### config.mk
export PLATFORM = sky130hd
export DESIGN_NAME = isr_banked_delay
export DESIGN_NICKNAME = d
export VERILOG_FILES = /design/src/rtl/isr_pkg.sv /design/src/rtl/isr_phase_seq.sv /design/src/rtl/isr_bank.sv /design/src/rtl/isr_out_mux.sv /design/src/rtl/isr_banked_delay.sv
export SDC_FILE = /design/constraint.sdc
export NUM_CORES = 1
export LEC_CHECK = 0
export ABC_AREA = 0
export BUFFER_PORTS_ARGS = -buffer_cell sky130_fd_sc_hd__buf_2
export CAP_MARGIN = 20
export CORE_AREA = 2 2 45 47
export CTS_BUF_LIST = sky130_fd_sc_hd__clkbuf_4 sky130_fd_sc_hd__clkbuf_8 sky130_fd_sc_hd__clkbuf_16
export DETAILED_ROUTE_END_ITERATION = 10
export DIE_AREA = 0 0 47 49
export GPL_ROUTABILITY_DRIVEN = 1
export PLACE_DENSITY = 0.54
export SLEW_MARGIN = 10
export SYNTH_ARGS = -nofsm -noshare
export SYNTH_HDL_FRONTEND = slang
export SYNTH_HIERARCHICAL = 1
export SYNTH_SLANG_ARGS = --single-unit
export TNS_END_PERCENT = 10
### constraint.sdc
create_clock -name clk -period 1.3 [get_ports clk]
set_clock_uncertainty 0.15 [all_clocks]
set_input_delay 0.26 -clock clk [delete_from_list [all_inputs] [get_ports clk]]
set_output_delay 0.26 -clock clk [all_outputs]
set_load 0.05 [all_outputs]
### src/rtl/isr_pkg.sv
package isr_pkg;

    // Width of a phase index for a given bank count (at least one bit).
    function automatic int phase_width(input int nbank);
        int w;
        w = 1;
        while ((1 << w) < nbank) w++;
        return w;
    endfunction

    // Bank counts the block supports.
    function automatic bit legal_nbank(input int nbank);
        return (nbank == 1) || (nbank == 2) || (nbank == 4);
    endfunction

endpackage

### src/rtl/isr_phase_seq.sv
// Round-robin phase sequencer: one state per bank, a single advance
// transition with wrap, and a reset transition to state 0.
module isr_phase_seq #(
    parameter int NBANK = 2,
    parameter int PW    = 1
) (
    input  logic             clk,
    input  logic             rst,
    output logic [PW-1:0]    phase,
    output logic [NBANK-1:0] bank_en
);

    localparam logic [PW-1:0] LAST = PW'(NBANK - 1);

    logic [PW-1:0] phase_nxt;

    // Next-state logic.
    always_comb begin
        if (phase == LAST) phase_nxt = '0;
        else               phase_nxt = phase + 1'b1;
    end

    // State register.
    always_ff @(posedge clk) begin
        if (rst) phase <= '0;
        else     phase <= phase_nxt;
    end

    // Output decode: one shift enable per bank.
    always_comb begin
        for (int b = 0; b < NBANK; b++) begin
            bank_en[b] = (phase == PW'(b));
        end
    end

endmodule

### src/rtl/isr_bank.sv
// One storage chain; advances only when its shift enable is set.
module isr_bank #(
    parameter int LEN = 8,
    parameter int DW  = 1
) (
    input  logic          clk,
    input  logic          rst,
    input  logic          shift_en,
    input  logic [DW-1:0] din,
    output logic [DW-1:0] tail
);

    logic [DW-1:0] stg [LEN];

    always_ff @(posedge clk) begin
        if (rst) begin
            for (int i = 0; i < LEN; i++) stg[i] <= '0;
        end else if (shift_en) begin
            stg[0] <= din;
            for (int i = 1; i < LEN; i++) stg[i] <= stg[i-1];
        end
    end

    assign tail = stg[LEN-1];

endmodule

### src/rtl/isr_out_mux.sv
// Picks the last stage of the bank named by the phase.
module isr_out_mux #(
    parameter int NBANK = 2,
    parameter int DW    = 1,
    parameter int PW    = 1
) (
    input  logic [NBANK-1:0][DW-1:0] tails,
    input  logic [PW-1:0]            sel,
    output logic [DW-1:0]            dout
);

    always_comb begin
        dout = '0;
        for (int b = 0; b < NBANK; b++) begin
            if (sel == PW'(b)) dout = tails[b];
        end
    end

endmodule

### src/rtl/isr_banked_delay.sv
module isr_banked_delay #(
    parameter int DEPTH = 16,
    parameter int NBANK = 2,
    parameter int DW    = 1
) (
    input  logic          clk,
    input  logic          rst,
    input  logic [DW-1:0] din,
    output logic [DW-1:0] dout
);

    localparam int BANK_LEN = DEPTH / NBANK;
    localparam int PW       = isr_pkg::phase_width(NBANK);

    if (!isr_pkg::legal_nbank(NBANK) || (DEPTH % NBANK) != 0) begin : g_bad_cfg
        $error("isr_banked_delay: NBANK must be 1, 2 or 4 and divide DEPTH");
    end

    logic [PW-1:0]            phase;
    logic [NBANK-1:0]         bank_en;
    logic [NBANK-1:0][DW-1:0] bank_tail;

    isr_phase_seq #(.NBANK(NBANK), .PW(PW)) u_seq (
        .clk     (clk),
        .rst     (rst),
        .phase   (phase),
        .bank_en (bank_en)
    );

    // Sample at edge k goes to bank (k mod NBANK) and reaches its last
    // stage NBANK*(BANK_LEN-1) edges later, then waits there until that
    // bank is selected again, which is exactly the DEPTH-th cycle.
    for (genvar b = 0; b < NBANK; b++) begin : g_bank
        isr_bank #(.LEN(BANK_LEN), .DW(DW)) u_bank (
            .clk      (clk),
            .rst      (rst),
            .shift_en (bank_en[b]),
            .din      (din),
            .tail     (bank_tail[b])
        );
    end

    // The bank about to capture holds the oldest sample: read it now.
    isr_out_mux #(.NBANK(NBANK), .DW(DW), .PW(PW)) u_mux (
        .tails (bank_tail),
        .sel   (phase),
        .dout  (dout)
    );

endmodule

=== Yosys cells after proc, flatten, opt, wreduce, memory -nomap -nowiden ===
Memory sizes are Yosys's and may differ from the RTL's.
Index checks and enable logic that the tools add are counted.

* Memories: 2
* Latch bits: 0
* Bits in writable memories: 16
* Bits in read-only memories: 0
* Output and inout bits: 1
* Register bits: 1
* Bits of input ports: 3
* Word-level logic and storage cells: 46

{| class="wikitable"
|+ Memory list
! memory !! words !! width !! read ports !! clocked after memory_dff !! wr ports !! RTL line !! text
|-
| g_bank[0].u_bank.stg || 8 || 1 || 8 || 0 || 8 || isr_bank.sv:13 || <nowiki>logic [DW-1:0] stg [LEN];</nowiki>
|-
| g_bank[1].u_bank.stg || 8 || 1 || 8 || 0 || 8 || isr_bank.sv:13 ||
|}

* Equality and inequality tests: 0
* Bitwise gates (word level): 16
* Add/subtract/negate cells: 1
* $mul: 0
* Reduce and logical (&&, ||, !) cells: 1
* Div/mod/pow operators: 0
* Muxes and demuxes: 25
* Shifts and indexed selects: 0
* $lt $le $gt $ge: 0

{| class="wikitable"
|+ Operator list
! cell !! count
|-
| two-way mux 1 bit || 25
|-
| OR 1 bit || 16
|-
| OR reduction 2 bit || 1
|-
| adder 1 bit (second input constant) || 1
|}

=== Depth between registers and ports, before layout ===
* Word-level depth: 4
* Gate-level depth with buffers: 2

=== By module ===
The synthesis kept the hierarchy.

{| class="wikitable"
|+ Modules (own cells, without submodules)
! module !! sequential area each (µm²) !! area an instance (µm²) !! cells an instance !! times used
|-
| isr_bank || 240.2 || 311.5 || 17 || 2
|-
| isr_phase_seq || 20.0 || 35.0 || 4 || 1
|-
| isr_out_mux || 0.0 || 15.0 || 1 || 1
|}

=== Least setup slack after synthesis ===
Ideal clock, no wire load.

* Path kind: reg2reg
* Start point: register u_seq.phase
* End point: memory g_bank[1].u_bank.stg[0][0], enable pin
* Arrival time: 735 ps
* Path buffers: 1
* Setup slack: 85 ps
* Data required time: 821 ps
* Library setup time: 329 ps
* Clock period less this slack: 1215 ps
* Cell stages (with the launch flop): 3
* Cell sequence: dfxtp_1 > buf_4 > or2_1

{| class="wikitable"
|+ RTL lines
! item !! RTL line !! text
|-
| start, declared || isr_phase_seq.sv:9 || <nowiki>output logic [PW-1:0] phase,</nowiki>
|-
| start signal, assigned || isr_phase_seq.sv:26 || <nowiki>else phase <= phase_nxt;</nowiki>
|-
| end, declared || isr_bank.sv:13 ||
|}

==> run_results.csv <==
group,metric,value,unit
timing,setup_ws,-0.192,ns
critical_path,slowest_delay,0.37,ns
critical_path,cp.arrival,1.08,ns
cts,clock-root-buffer,"clkbuf_4",
routing,num_vias,341,
pwr,total_power,1.03,mW
routing,wire_per_inst,11.4,µm
worst_hold_path,min_from,"rst",
floorplanning,die_w,47,µm
grt,overflow,0,
critical_path,crit_chain,"mux2_4, buf_6",
logic_synthesis,yosysWarnings,6,
placement,portBuffers,3,
finish,drive_above_1_share,0.300,
logic_synthesis,synth-seq-cells,17,
finish,fin_area,792,µm²
floorplanning,start_util,0.365,
timing,final-setup-viol-count,1,
cts,htreeDepth,1,
pwr,ir_drop,0.683,mV
cts,clockBufferDepth,2,
timing,worst_pin_slew,0.336,ns
grt,globalRouteMet1Util,0.133,
logic_synthesis,syn_inst,39,
placement,gp_congestion,0.679,
finish,layout_common_cells,"edfxtp_1 (16), and3b_1 (12), buf_4 (5), clkbuf_4 (4), nor2b_1 (4)",
logic_synthesis,netlist.area_leader.share,0.714,
routing,drt_iter0_drc,5,
placement,dpl_cell_area,744,µm²
critical_path,crit_slowest_cell,"edfxtp_1",
outcome,violations,"setup timing",
finish,syn_to_final_growth,17.7,%
floorplanning,ios,4,
routing,drc,0,
pwr,p_leak,0.357,nW
cts,numCtsBuffers,3,
timing,period_minus_slack,1.49,ns
timing,period_share,1.15,
floorplanning,core_area,1840,µm²
grt,grtUsageMet3,0.0333,
routing,dr.pass1.iters,3,
cts,clock_latency,0.28,ns
finish,fin_nets,54,
grt,grt_use_total,0.0940,
timing,slew_headroom,0.776,
routing,drt-vias-per-instance,4.43,
critical_path,endpoint_kind,"output pin",
grt,grt_pass1_vias,322,
critical_path,crit_type,"register to output pin",
cts,cts_sinks,17,
floorplanning,die_h,49,µm
critical_path,critPathLaunchType,"register",
timing,hold_viol,0,
critical_path,worstPathMaxFanout,1,
logic_synthesis,synth.cell_area,673,µm²
logic_synthesis,synthesis.nets,42,
cts,hold_buffers,0,
timing,rsz0062_at_grt,"yes",
placement,hpwlAfterDp,594,µm
grt,gr-max-usage-layer,"met1",
grt,grt_max_degree,10,
grt,antenna_found_initial,0,
job,cap_violations,0,
timing,hold_ws,0.151,ns
logic_synthesis,yosysSeqAreaShare,0.743,
outcome,status,"finished, violations left",
logic_synthesis,ys_types,9,
timing,fmax,670,MHz
floorplanning,dieArea,2300,µm²
logic_synthesis,avgSynthCellArea,17.3,µm²
grt,use_met2,0.114,
finish,final_common_cell,"edfxtp_1",
finish,fillCellCount,180,
floorplanning,rows,16,
cts,clk_pin_slew_worst_paths,0.09,ns
routing,wl,877,µm
finish,diodes,0,
logic_synthesis,synth_area_leaders,"edfxtp_1 (71%), and3b_1 (16%), nor2b_1 (3.7%)",
routing,ant_nets,0,
pwr,p_per_area,1310,nW/µm²
logic_synthesis,synth_top_area_cell,"edfxtp_1",
critical_path,cp-startpoint,"g_bank[0].u_bank/stg[0][7]",
finish,final_core_util,0.430,
grt,grt_pass1_wl,1.48,mm
timing,maxSlewViolCount,0,
worst_hold_path,hold_path_class,"primary input to register",
cts,cts_tree,"yes",
critical_path,cp.required,0.89,ns
critical_path,r2r_start,"u_seq/phase",
-- synth_stat cells --
library cell,number
and3b_1,12
buf_4,1
dfxtp_1,1
edfxtp_1,16
inv_1,1
mux2_4,1
nor2_1,1
nor2b_1,4
or2_1,2
-- critical path: cells and delay by family (launching register included) --
| kind | cells | cell delay (ns) |
|---|---|---|
| buffers and inverters | 1 | 0.15 |
| muxes | 1 | 0.28 |
| DFF | 1 | 0.37 |
-- final timing paths --
| path | endpoint | slack, ns | cells after the start |
|---|---|---|---|
| max | dout | -0.19 | 2 |
| min | u_seq/phase | 0.15 | 3 |
| min reg2reg | g_bank[0].u_bank/stg[0][7] | 0.41 | 1 |
| max reg2reg | g_bank[1].u_bank/stg[0][4] | 0.06 | 2 |
-- area by class of cell --
type	count	area [µm²]	area share
clock buffers	4	30.0	0.0379
multi-input cells	20	164	0.207
repair buffers	8	58.8	0.0742
inverters	1	3.75	0.00474
well taps	27	33.8	0.0427
flip-flops and latches	17	502	0.633
-- what timing repair did --
| action | CTS | global route |
|---|---|---|
| setup endpoints to repair | 1 | 1 |
| resized for setup | 4 | 0 |
| setup buffers | 1 | 0 |
-- per-layer routing --
layer,part of all wire,vias up
met5,0,-
met4,0.027,0
met3,0.034,3
met2,0.43,7
met1,0.50,164
li1,-,167
-- flip-flops by register name, indices dropped and copies added, names as in the netlist --
register	flops
g_bank.u_bank/stg	16
u_seq/phase	1
-- power by group --
| part | switching [mW] | total, mW | leakage [nW] | internal, mW |
|---|---|---|---|---|
| clock | 0.152 | 0.292 | 0.0184 | 0.140 |
| sequential | 0.0108 | 0.653 | 0.186 | 0.642 |
| combinational | 0.0467 | 0.0894 | 0.153 | 0.0428 |
| total | 0.209 | 1.03 | 0.357 | 0.825 |
-- logic make-up (layout without fill, tap and decap cells) --
logic type	count (synthesis)	count (layout)	synth area share
muxes	1	1	0.0223
and+or+nand+nor	19	19	0.217
DFF	17	17	0.743
buffers and inverters	2	13	0.0167
-- stage by stage --
| stage | setup slack, ns | setup TNS (ns) | instances |
|---|---|---|---|
| 2_1_floorplan | 0.0853 | 0 | 39 |
| 3_3_place_gp | 0.0252 | 0 | 72 |
| 3_5_place_dp | 0.0156 | 0 | 72 |
| 4_1_cts | -0.212 | -0.212 | 77 |
| 5_1_grt | -0.237 | -0.237 | 77 |
| 6_report | -0.192 | -0.192 | 77 |
Note: power is estimated with default switching activity, not from simulation.
